File: config.mk
export PLATFORM = sky130hd
export DESIGN_NAME = dma_chan_top
export DESIGN_NICKNAME = d
export VERILOG_FILES = /design/src/rtl/dma_chan_pkg.sv /design/src/rtl/dma_size_decode.sv /design/src/rtl/dma_chan_ctrl.sv /design/src/rtl/dma_chan_top.sv
export SDC_FILE = /design/constraint.sdc
export NUM_CORES = 1
export LEC_CHECK = 0
export ABC_AREA = 1
export BUFFER_PORTS_ARGS = -buffer_cell sky130_fd_sc_hd__buf_4
export CAP_MARGIN = 5
export CELL_PAD_IN_SITES_DETAIL_PLACEMENT = 1
export CELL_PAD_IN_SITES_GLOBAL_PLACEMENT = 1
export CORE_MARGIN = 2
export CORE_UTILIZATION = 35
export CTS_CLUSTER_DIAMETER = 50
export DETAILED_ROUTE_END_ITERATION = 10
export PLACE_DENSITY = 0.75
export REMOVE_ABC_BUFFERS = 1
export SETUP_SLACK_MARGIN = 0.4
export SYNTH_ARGS = -nofsm -noshare
export SYNTH_HDL_FRONTEND = slang
export SYNTH_HIERARCHICAL = 1
export SYNTH_SLANG_ARGS = --single-unit
File: constraint.sdc
create_clock -name clk_i -period 3.6 [get_ports clk_i]
set_clock_uncertainty 0.1 [all_clocks]
set_input_delay 0.72 -clock clk_i [delete_from_list [all_inputs] [get_ports clk_i]]
set_output_delay 0.72 -clock clk_i [all_outputs]
set_load 0.05 [all_outputs]
File: src/rtl/dma_chan_pkg.sv
package dma_chan_pkg;
  localparam logic [1:0] MODE_OFF   = 2'd0;
  localparam logic [1:0] MODE_CHAIN = 2'd1;
  localparam logic [1:0] MODE_ONE   = 2'd2;

  localparam logic [1:0] ST_IDLE = 2'd0;
  localparam logic [1:0] ST_DESC = 2'd1;
  localparam logic [1:0] ST_WAIT = 2'd2;
  localparam logic [1:0] ST_XFER = 2'd3;

  typedef enum logic [2:0] {
    S_IDLE, S_FETCH, S_WAIT, S_RD, S_WR, S_END
  } ctrl_st_e;
endpackage

File: src/rtl/dma_size_decode.sv
module dma_size_decode #(
  parameter int CW = 11
) (
  input  logic [1:0]    wcode_i,
  input  logic [CW-1:0] cnt_i,
  output logic [1:0]    shift_o,
  output logic          bad_o
);
  logic narrow, rsvd;

  always_comb begin
    narrow  = 1'b0;
    rsvd    = 1'b0;
    shift_o = 2'd2;
    case (wcode_i)
      2'b11: begin shift_o = 2'd0; narrow = 1'b1; end
      2'b10: begin shift_o = 2'd1; narrow = 1'b1; end
      2'b00: shift_o = 2'd2;
      default: rsvd = 1'b1;
    endcase
    // narrow widths allow one bit less of count
    bad_o = rsvd | (narrow & cnt_i[CW-1]);
  end
endmodule

File: src/rtl/dma_chan_ctrl.sv
module dma_chan_ctrl
  import dma_chan_pkg::*;
#(
  parameter int DW   = 32,
  parameter int CW   = 11,
  parameter int WPOS = 12
) (
  input  logic          clk_i,
  input  logic          rst_ni,
  input  logic          mode_we_i,
  input  logic [1:0]    mode_wdata_i,
  input  logic          dir_i,
  input  logic [DW-1:0] os_dev_addr_i,
  input  logic [DW-1:0] os_mem_addr_i,
  input  logic [DW-1:0] os_size_i,
  input  logic [DW-1:0] os_next_i,
  input  logic [DW-1:0] chain_head_i,
  input  logic          dev_req_i,
  output logic [1:0]    dec_wcode_o,
  output logic [CW-1:0] dec_cnt_o,
  input  logic [1:0]    dec_shift_i,
  input  logic          dec_bad_i,
  output logic          mem_req_o,
  output logic          mem_we_o,
  output logic [DW-1:0] mem_addr_o,
  output logic [DW-1:0] mem_wdata_o,
  output logic [1:0]    mem_width_o,
  input  logic          mem_rsp_i,
  input  logic [DW-1:0] mem_rdata_i,
  input  logic          mem_err_i,
  output logic [1:0]    mode_o,
  output logic [1:0]    state_o,
  output logic          done_o,
  output logic          irq_o,
  output logic          err_o
);
  localparam logic [CW-1:0] CNT_ONE = CW'(1);

  ctrl_st_e      st_q;
  logic [1:0]    mode_q, wcode_q, idx_q;
  logic          dir_q, done_q, irq_q, err_q;
  logic [DW-1:0] dev_q, mem_q, next_q, ptr_q, data_q;
  logic [CW-1:0] cnt_q;
  logic          abort_w, start_w, fail_w;
  logic          unused_size;

  assign unused_size = ^{os_size_i[DW-1:WPOS+2], os_size_i[WPOS-1:CW]};

  assign abort_w = mode_we_i && (mode_wdata_i == MODE_OFF) && (st_q != S_IDLE);
  assign start_w = mode_we_i && (st_q == S_IDLE) &&
                   ((mode_wdata_i == MODE_CHAIN) || (mode_wdata_i == MODE_ONE));
  assign fail_w  = (mem_req_o && mem_rsp_i && mem_err_i) ||
                   (start_w && (mode_wdata_i == MODE_ONE) && dec_bad_i) ||
                   ((st_q == S_FETCH) && mem_rsp_i && (idx_q == 2'd3) && dec_bad_i);

  // decoder sees the one-shot word while idle, the held fields otherwise
  assign dec_wcode_o = (st_q == S_IDLE) ? os_size_i[WPOS+1:WPOS] : wcode_q;
  assign dec_cnt_o   = (st_q == S_IDLE) ? os_size_i[CW-1:0]      : cnt_q;

  always_comb begin
    mem_req_o   = 1'b0;
    mem_we_o    = 1'b0;
    mem_addr_o  = '0;
    mem_width_o = dec_shift_i;
    case (st_q)
      S_FETCH: begin
        mem_req_o   = 1'b1;
        mem_addr_o  = ptr_q + DW'({idx_q, 2'b00});
        mem_width_o = 2'd2;
      end
      S_RD: begin
        mem_req_o  = 1'b1;
        mem_addr_o = dir_q ? mem_q : dev_q;
      end
      S_WR: begin
        mem_req_o  = 1'b1;
        mem_we_o   = 1'b1;
        mem_addr_o = dir_q ? dev_q : mem_q;
      end
      default: ;
    endcase
  end

  always_comb begin
    case (st_q)
      S_IDLE:  state_o = ST_IDLE;
      S_FETCH: state_o = ST_DESC;
      S_WAIT:  state_o = ST_WAIT;
      default: state_o = ST_XFER;
    endcase
  end

  assign mem_wdata_o = data_q;
  assign mode_o      = mode_q;
  assign done_o      = done_q;
  assign irq_o       = irq_q;
  assign err_o       = err_q;

  always_ff @(posedge clk_i or negedge rst_ni) begin
    if (!rst_ni) begin
      st_q    <= S_IDLE;
      mode_q  <= MODE_OFF;
      wcode_q <= '0;
      idx_q   <= '0;
      dir_q   <= 1'b0;
      dev_q   <= '0;
      mem_q   <= '0;
      next_q  <= '0;
      ptr_q   <= '0;
      data_q  <= '0;
      cnt_q   <= '0;
      done_q  <= 1'b0;
      irq_q   <= 1'b0;
      err_q   <= 1'b0;
    end else begin
      done_q <= 1'b0;
      irq_q  <= 1'b0;
      err_q  <= 1'b0;
      if (abort_w) begin
        st_q   <= S_IDLE;
        mode_q <= MODE_OFF;
      end else if (fail_w) begin
        st_q   <= S_IDLE;
        mode_q <= MODE_OFF;
        err_q  <= 1'b1;
        irq_q  <= 1'b1;
      end else begin
        case (st_q)
          S_IDLE: if (start_w) begin
            mode_q <= mode_wdata_i;
            dir_q  <= dir_i;
            if (mode_wdata_i == MODE_ONE) begin
              dev_q   <= os_dev_addr_i;
              mem_q   <= os_mem_addr_i;
              wcode_q <= os_size_i[WPOS+1:WPOS];
              cnt_q   <= os_size_i[CW-1:0];
              next_q  <= os_next_i;
              st_q    <= (os_size_i[CW-1:0] == '0) ? S_END : S_WAIT;
            end else begin
              ptr_q <= chain_head_i;
              idx_q <= '0;
              st_q  <= S_FETCH;
            end
          end
          S_FETCH: if (mem_rsp_i) begin
            idx_q <= idx_q + 2'd1;
            case (idx_q)
              2'd0: dev_q <= mem_rdata_i;
              2'd1: mem_q <= mem_rdata_i;
              2'd2: begin
                wcode_q <= mem_rdata_i[WPOS+1:WPOS];
                cnt_q   <= mem_rdata_i[CW-1:0];
              end
              default: begin
                next_q <= mem_rdata_i;
                st_q   <= (cnt_q == '0) ? S_END : S_WAIT;
              end
            endcase
          end
          S_WAIT: if (dev_req_i) st_q <= S_RD;
          S_RD: if (mem_rsp_i) begin
            data_q <= mem_rdata_i;
            st_q   <= S_WR;
          end
          S_WR: if (mem_rsp_i) begin
            cnt_q <= cnt_q - CNT_ONE;
            mem_q <= mem_q + (DW'(1) << dec_shift_i);
            st_q  <= (cnt_q == CNT_ONE) ? S_END : S_WAIT;
          end
          S_END: begin
            irq_q <= next_q[0];
            if ((mode_q == MODE_CHAIN) && next_q[1]) begin
              ptr_q <= {next_q[DW-1:2], 2'b00};
              idx_q <= '0;
              st_q  <= S_FETCH;
            end else begin
              st_q   <= S_IDLE;
              mode_q <= MODE_OFF;
              done_q <= 1'b1;
            end
          end
          default: st_q <= S_IDLE;
        endcase
      end
    end
  end

  AST_REQ_HELD: assert property (@(posedge clk_i) disable iff (!rst_ni)
    (mem_req_o && !mem_rsp_i && !mode_we_i) |=> (mem_req_o && $stable(mem_addr_o)));
  AST_IDLE_QUIET: assert property (@(posedge clk_i) disable iff (!rst_ni)
    (state_o == ST_IDLE) |-> !mem_req_o);
  AST_DONE_OFF: assert property (@(posedge clk_i) disable iff (!rst_ni)
    done_o |-> (state_o == ST_IDLE && mode_o == MODE_OFF && !err_o));
  AST_ERR_IRQ: assert property (@(posedge clk_i) disable iff (!rst_ni)
    err_o |-> (irq_o && state_o == ST_IDLE && mode_o == MODE_OFF));
  AST_FETCH_WORD: assert property (@(posedge clk_i) disable iff (!rst_ni)
    (state_o == ST_DESC) |-> (mem_req_o && !mem_we_o && mem_width_o == 2'd2));
  AST_WAIT_HOLD: assert property (@(posedge clk_i) disable iff (!rst_ni)
    (state_o == ST_WAIT && !dev_req_i && !mode_we_i) |=> (state_o == ST_WAIT));
  AST_BUSY_START: assert property (@(posedge clk_i) disable iff (!rst_ni)
    (state_o != ST_IDLE && state_o != ST_XFER && mode_we_i && mode_wdata_i != MODE_OFF)
      |=> (mode_o == $past(mode_o)));
  AST_ABORT_IDLE: assert property (@(posedge clk_i) disable iff (!rst_ni)
    (state_o != ST_IDLE && mode_we_i && mode_wdata_i == MODE_OFF)
      |=> (state_o == ST_IDLE && !done_o));
endmodule

File: src/rtl/dma_chan_top.sv
module dma_chan_top (
  input  logic        clk_i,
  input  logic        rst_ni,
  input  logic        mode_we_i,
  input  logic [1:0]  mode_wdata_i,
  input  logic        dir_i,
  input  logic [31:0] os_dev_addr_i,
  input  logic [31:0] os_mem_addr_i,
  input  logic [31:0] os_size_i,
  input  logic [31:0] os_next_i,
  input  logic [31:0] chain_head_i,
  input  logic        dev_req_i,
  output logic        mem_req_o,
  output logic        mem_we_o,
  output logic [31:0] mem_addr_o,
  output logic [31:0] mem_wdata_o,
  output logic [1:0]  mem_width_o,
  input  logic        mem_rsp_i,
  input  logic [31:0] mem_rdata_i,
  input  logic        mem_err_i,
  output logic [1:0]  mode_o,
  output logic [1:0]  state_o,
  output logic        done_o,
  output logic        irq_o,
  output logic        err_o
);
  localparam int DW   = 32;
  localparam int CW   = 11;
  localparam int WPOS = 12;

  logic [1:0]    dec_wcode, dec_shift;
  logic [CW-1:0] dec_cnt;
  logic          dec_bad;

  dma_size_decode #(.CW(CW)) u_dec (
    .wcode_i (dec_wcode),
    .cnt_i   (dec_cnt),
    .shift_o (dec_shift),
    .bad_o   (dec_bad)
  );

  dma_chan_ctrl #(.DW(DW), .CW(CW), .WPOS(WPOS)) u_ctrl (
    .clk_i         (clk_i),
    .rst_ni        (rst_ni),
    .mode_we_i     (mode_we_i),
    .mode_wdata_i  (mode_wdata_i),
    .dir_i         (dir_i),
    .os_dev_addr_i (os_dev_addr_i),
    .os_mem_addr_i (os_mem_addr_i),
    .os_size_i     (os_size_i),
    .os_next_i     (os_next_i),
    .chain_head_i  (chain_head_i),
    .dev_req_i     (dev_req_i),
    .dec_wcode_o   (dec_wcode),
    .dec_cnt_o     (dec_cnt),
    .dec_shift_i   (dec_shift),
    .dec_bad_i     (dec_bad),
    .mem_req_o     (mem_req_o),
    .mem_we_o      (mem_we_o),
    .mem_addr_o    (mem_addr_o),
    .mem_wdata_o   (mem_wdata_o),
    .mem_width_o   (mem_width_o),
    .mem_rsp_i     (mem_rsp_i),
    .mem_rdata_i   (mem_rdata_i),
    .mem_err_i     (mem_err_i),
    .mode_o        (mode_o),
    .state_o       (state_o),
    .done_o        (done_o),
    .irq_o         (irq_o),
    .err_o         (err_o)
  );
endmodule

==> results.toml, run 1 <==
[timing]
finalHoldViolCount = 0
fmax_mhz = 311
relSlewSlack_pct = 37.5
tightestPinTransition_ns = 0.936
rsz0062_at_grt = "true"
final-max-slew-violation-count = 0
timing.final.crit_share_pct = 89.2
setup_ws_ns = 0.388
fin_tns_setup_ns = 0
setup_violations = 0
period_needed_ns = 3.21

[floorplanning]
die_x_um = 196
num_rows = 70
die_area_mm2 = 0.0385
initial_core_util_pct = 35.4
die_h_um = 196
core-area_mm2 = 0.0365
pin_count = 276

[route]
wl_um = 55400
drt-wirelength-per-cell_um = 19.5
dr.pass1.iters = 8
antenna_left = 0
vias = 14793
dr.first_iter.drc_count = 851
viasPerCell = 5.22
drc = 0

[yosys]
syn_area_mm2 = 0.0129
ys_warn_count = 6
syn_inst = 2118
syn_avg_cell_area_um2 = 6.11

[placed_design]
place_ws_ns = 0.160
place_inst = 2784
dp_hpwl_um = 42400
io_buffers = 256
gp_congestion = 0.906

[layout]
area_growth_syn_to_layout_pct = 28.5
layout.cells.non_filler = 2835
final_common_cell = "nand2_1"
layout_common_cells = "1037 x nand2_1, 286 x buf_4, 262 x nand3_1"
drive_gt1_share_pct = 20.0
nFillCells = 4898
fin_nets = 2572

[power]
irDropWorstVdd_mv = 0.454
clkPwrFrac_pct = 12.0
seqPwrFrac_pct = 25.7
combPwrFrac_pct = 62.3
p_sw_mw = 8.66
power.density_mw_per_mm2 = 939
internal-power_mw = 6.96
p_leak_nw = 8.97
netSwitchingFraction_pct = 55.5

[critical_path]
crit_top_cell = "nand2_4"
slowest_stage = "dfrtp_2"
crit_arrival_ns = 2.39
cp_slowest_stage_delay_ns = 0.46
cp_max_fo = 5
path_class = "register to primary output"
crit_buf_inv = 3
worstRegToRegCells = 12
crit_required_ns = 2.78
worstSetupStartpointType = "register"
path_delay_family = "simple AND/OR/NAND/NOR gates"
r2r_end = "u_ctrl/dev_q[18]$_DFFE_PN0P_"
rr_startpoint = "u_ctrl/st_q[2]$_DFFE_PN0P_"
rrSetupSlack_ns = 0.60
critPathCaptureType = "primary output"
worstPathCellList = "ha_4 -> nand2_4 -> o21ai_4 -> nand2_4 -> inv_4 -> buf_6 -> a21oi_2 -> nand3b_1 -> nand3_2 -> buf_8"

[status]
outcome = "finished, final reports clean"

[global_routing]
grt_pass1_vias = 15522
grt_remaining_overflow = 0
grt_pass1_wl_um = 86800
grtUsageTotal_pct = 29.2
grt_max_degree = 67
antenna_found_initial = 0

[job]
max_cap_violations = 0

[hold_path]
hold_path_class = "input port to async pin"

[clock_tree]
cts_made_buffers = 17
clock-sinks = 184
clkSlewWorstSetupHoldPaths_ns = 0.08
cts_tree = "yes"
cts-root-buf = "clkbuf_16"
insertion_delay_ns = 0.46
cts.path.max_buffers = 2
cts_max_level = 4
==> what timing repair did <==
item / CTS / global route
resized for setup: 71 / 77
pin swaps: 13 / 25
buffers inserted: 12 / 6
endpoints found under the setup margin: 50 / 107
hold buffers: 0 / 0
==> power by group through the flow <==
stage,sequential (mW),clock [mW],combinational (mW)
2_1_floorplan,4.40,0,5.26
3_3_place_gp,3.96,0,8.95
3_5_place_dp,4.01,0,9.25
4_1_cts,3.98,1.93,9.54
5_1_grt,4.14,2.00,10.7
6_report,4.01,1.87,9.74
==> how the worst max path moves through the flow <==
stage	startpoint	to	slack, ns	cells after the start
floorplan	u_ctrl/st_q[1]$_DFFE_PN0P_	u_ctrl/ptr_q[0]$_DFFE_PN0P_	-1.28	7
finish	u_ctrl/idx_q[1]$_DFFE_PN0P_	mem_addr_o[23]	0.39	10
global route	u_ctrl/idx_q[1]$_DFFE_PN0P_	mem_addr_o[22]	0.32	11
detailed placement	os_size_i[13]	u_ctrl/mem_q[22]$_DFFE_PN0P_	0.16	16
CTS	u_ctrl/idx_q[1]$_DFFE_PN0P_	mem_addr_o[23]	0.30	10
global placement	os_size_i[13]	u_ctrl/mem_q[14]$_DFFE_PN0P_	0.32	16
==> metal layers <==
layer	track usage, %	part of all wire, %	up-vias
li1	-	-	7158
met1	40.7	47	7251
met2	46.6	46	314
met3	4.28	4.7	70
met4	9.34	2.6	0
met5	0	0	-
==> state kept, by name (all words and copies together), names as in the netlist, 2 cells and up <==
name,cells
u_ctrl/cnt_q,11
u_ctrl/idx_q,2
u_ctrl/st_q,3
u_ctrl/mem_q,32
u_ctrl/next_q,32
u_ctrl/mem_wdata_o,32
u_ctrl/ptr_q,32
u_ctrl/dev_q,32
u_ctrl/mode_o,2
u_ctrl/wcode_q,2
==> through the flow <==
stage | hold slack [ns] | area (um^2) | util (%) | power [mW]
after floorplan | 0.324 | 12500 | - | 9.66
after global placement | 0.354 | 15400 | 42.2 | 12.9
after detailed placement | 0.358 | 15400 | 42.2 | 13.3
after CTS | 0.200 | 16300 | 44.6 | 15.4
after global routing | 0.221 | 16600 | 45.5 | 16.9
final | 0.182 | 16600 | 45.5 | 15.6
==> final cells by class <==
type | instances | area (um^2) | share of cell area, %
flip-flops and latches | 184 | 4620 | 27.8
repair buffers | 316 | 2570 | 15.5
clock buffers | 17 | 425 | 2.56
multi-input cells | 1682 | 7720 | 46.4
inverters | 152 | 576 | 3.46
diodes | 1 | 2.50 | 0.0150
clock inverters | 15 | 131 | 0.790
well taps | 468 | 586 | 3.52
(Power assumes the default switching activity.)
==> inputs of run 2 (changes only) <==
--- a/config.mk
+++ b/config.mk
@@ -10,6 +10,7 @@
 export CAP_MARGIN = 5
 export CELL_PAD_IN_SITES_DETAIL_PLACEMENT = 1
 export CELL_PAD_IN_SITES_GLOBAL_PLACEMENT = 1
+export CORE_ASPECT_RATIO = 2
 export CORE_MARGIN = 2
 export CORE_UTILIZATION = 35
 export CTS_CLUSTER_DIAMETER = 50
==> constraint.sdc (replaced) <==
create_clock -name clk_i -period 3.6 [get_ports clk_i]
set_clock_uncertainty 0.1 [all_clocks]
set_input_delay 0.72 -clock clk_i [delete_from_list [all_inputs] [get_ports clk_i]]
set_output_delay 0.72 -clock clk_i [all_outputs]
set_load 0.01 [all_outputs]
==> results.toml, run 2 (synthesis gave the netlist of run 1 again) <==
[timing]
tightestPinTransition_ns = 0.710
finalHoldViolCount = 0
fmax_mhz = 312
setup_ws_ns = 0.394
final-max-slew-violation-count = 0
setup_violations = 0
timing.final.crit_share_pct = 89.1
timing.hold.ws_ns = 0.160
rsz0062_at_grt = "true"
relSlewSlack_pct = 52.7
period_needed_ns = 3.21

[floorplanning]
core-area_mm2 = 0.0364
initial_core_util_pct = 35.5
num_rows = 99
die_area_mm2 = 0.0386
die_x_um = 140
pin_count = 276
die_h_um = 276

[route]
antenna_left = 0
dr.first_iter.drc_count = 764
drc = 0
viasPerCell = 5.33
drt-wirelength-per-cell_um = 21.4
wl_um = 60400
dr.pass1.iters = 5
vias = 15014

[critical_path]
rrSetupSlack_ns = 0.61
crit_required_ns = 2.78
path_class = "register to primary output"
rr_startpoint = "u_ctrl/st_q[1]$_DFFE_PN0P_"
cp_max_fo = 4
crit_arrival_ns = 2.39
worstRegToRegCells = 12
critical_path.endpoint = "mem_addr_o[6]"
startpoint = "u_ctrl/ptr_q[2]$_DFFE_PN0P_"
r2r_end = "u_ctrl/mem_q[26]$_DFFE_PN0P_"
worstSetupStartpointType = "register"
critPathCaptureType = "primary output"

[clock_tree]
cts.path.max_buffers = 2
clock-sinks = 184
insertion_delay_ns = 0.47
cts_made_buffers = 17
cts_max_level = 4
postCtsHoldBufs = 0
cts_tree = "yes"
clkSlewWorstSetupHoldPaths_ns = 0.09
cts-root-buf = "clkbuf_16"

[layout]
area_growth_syn_to_layout_pct = 27.2
layout_common_cells = "1041 x nand2_1, 299 x buf_4, 269 x nand3_1"
drive_gt1_share_pct = 19.0
final_common_cell = "nand2_1"
fin_nets = 2569
layout.cells.non_filler = 2818

[job]
max_cap_violations = 0

[global_routing]
grt_max_degree = 70
grtUsageTotal_pct = 30.7
grt_pass1_vias = 15874
grt_remaining_overflow = 0
antenna_found_initial = 1
grt_pass1_wl_um = 90000

[power]
p_leak_nw = 8.94
power.density_mw_per_mm2 = 882
total_power_mw = 14.5
irDropWorstVdd_mv = 0.564

[placed_design]
io_buffers = 256
place_ws_ns = 0.308
gp_congestion = 0.914
dp_hpwl_um = 45600
place_inst = 2770

[status]
outcome = "finished, final reports clean"

[hold_path]
hold_path_class = "input port to async pin"
run 2: area by class of cell:
class | instances | area (um^2)
fillers | 4917 | 19900
multi-input cells | 1683 | 7620
flip-flops and latches | 184 | 4610
repair buffers | 312 | 2460
inverters | 152 | 578
well taps | 454 | 568
clock buffers | 17 | 425
clock inverters | 15 | 198
diodes | 1 | 2.50
run 2: through the flow:
| stage | TNS (ns) | util, % | area, um^2 |
|---|---|---|---|
| 2_1_floorplan | -73.59 | - | 12500 |
| 3_3_place_gp | 0 | 42.3 | 15400 |
| 3_5_place_dp | 0 | 42.3 | 15400 |
| 4_1_cts | 0 | 44.3 | 16100 |
| 5_1_grt | 0 | 45.2 | 16500 |
| 6_report | 0 | 45.2 | 16500 |
run 2: repair_timing:
item,in CTS,in global routing
setup endpoints to repair,37,52
gates resized for setup,34,64
gates cloned,0,1
pin swaps,5,18
buffers inserted,3,11
run 2: worst min path at each step:
stage / startpoint / slack [ns] / to / cells after the start
global route: rst_ni / 0.21 / u_ctrl/st_q[1]$_DFFE_PN0P_ / 1
global placement: u_ctrl/next_q[11]$_DFFE_PN0P_ / 0.35 / u_ctrl/next_q[11]$_DFFE_PN0P_ / 2
finish: rst_ni / 0.16 / u_ctrl/st_q[1]$_DFFE_PN0P_ / 1
CTS: rst_ni / 0.18 / u_ctrl/st_q[1]$_DFFE_PN0P_ / 1
floorplan: rst_ni / 0.32 / u_ctrl/cnt_q[0]$_DFFE_PN0P_ / 0
detailed placement: u_ctrl/next_q[5]$_DFFE_PN0P_ / 0.36 / u_ctrl/next_q[5]$_DFFE_PN0P_ / 2
run 2: where the power goes:
group	internal [mW]	total, mW	switching (mW)
Clock	0.955	2.02	1.06
Sequential	3.08	4.07	0.988
Combinational	2.78	8.45	5.67
Total	6.81	14.5	7.72
run 2: metal layers:
| layer | vias to the layer above | share of wire, % | wire length, um | global-route usage, % |
|---|---|---|---|---|
| li1 | 7159 | - | - | - |
| met1 | 7308 | 35 | 21300 | 30.6 |
| met2 | 381 | 53 | 32200 | 57.7 |
| met3 | 166 | 2.9 | 1750 | 3.39 |
| met4 | 0 | 8.6 | 5170 | 23.4 |
| met5 | - | 0 | 0 | 0 |
run 2: worst max-delay path, cell delays in order, from the launching register on:
cell and delay [ns]:
dfrtp_1 0.44, ha_4 0.19, fa_2 0.43, nand2_4 0.13, nor2_4 0.06, buf_4 0.14, a21oi_1 0.15, o21ai_2 0.11
nand3_1 0.13, buf_4 0.14
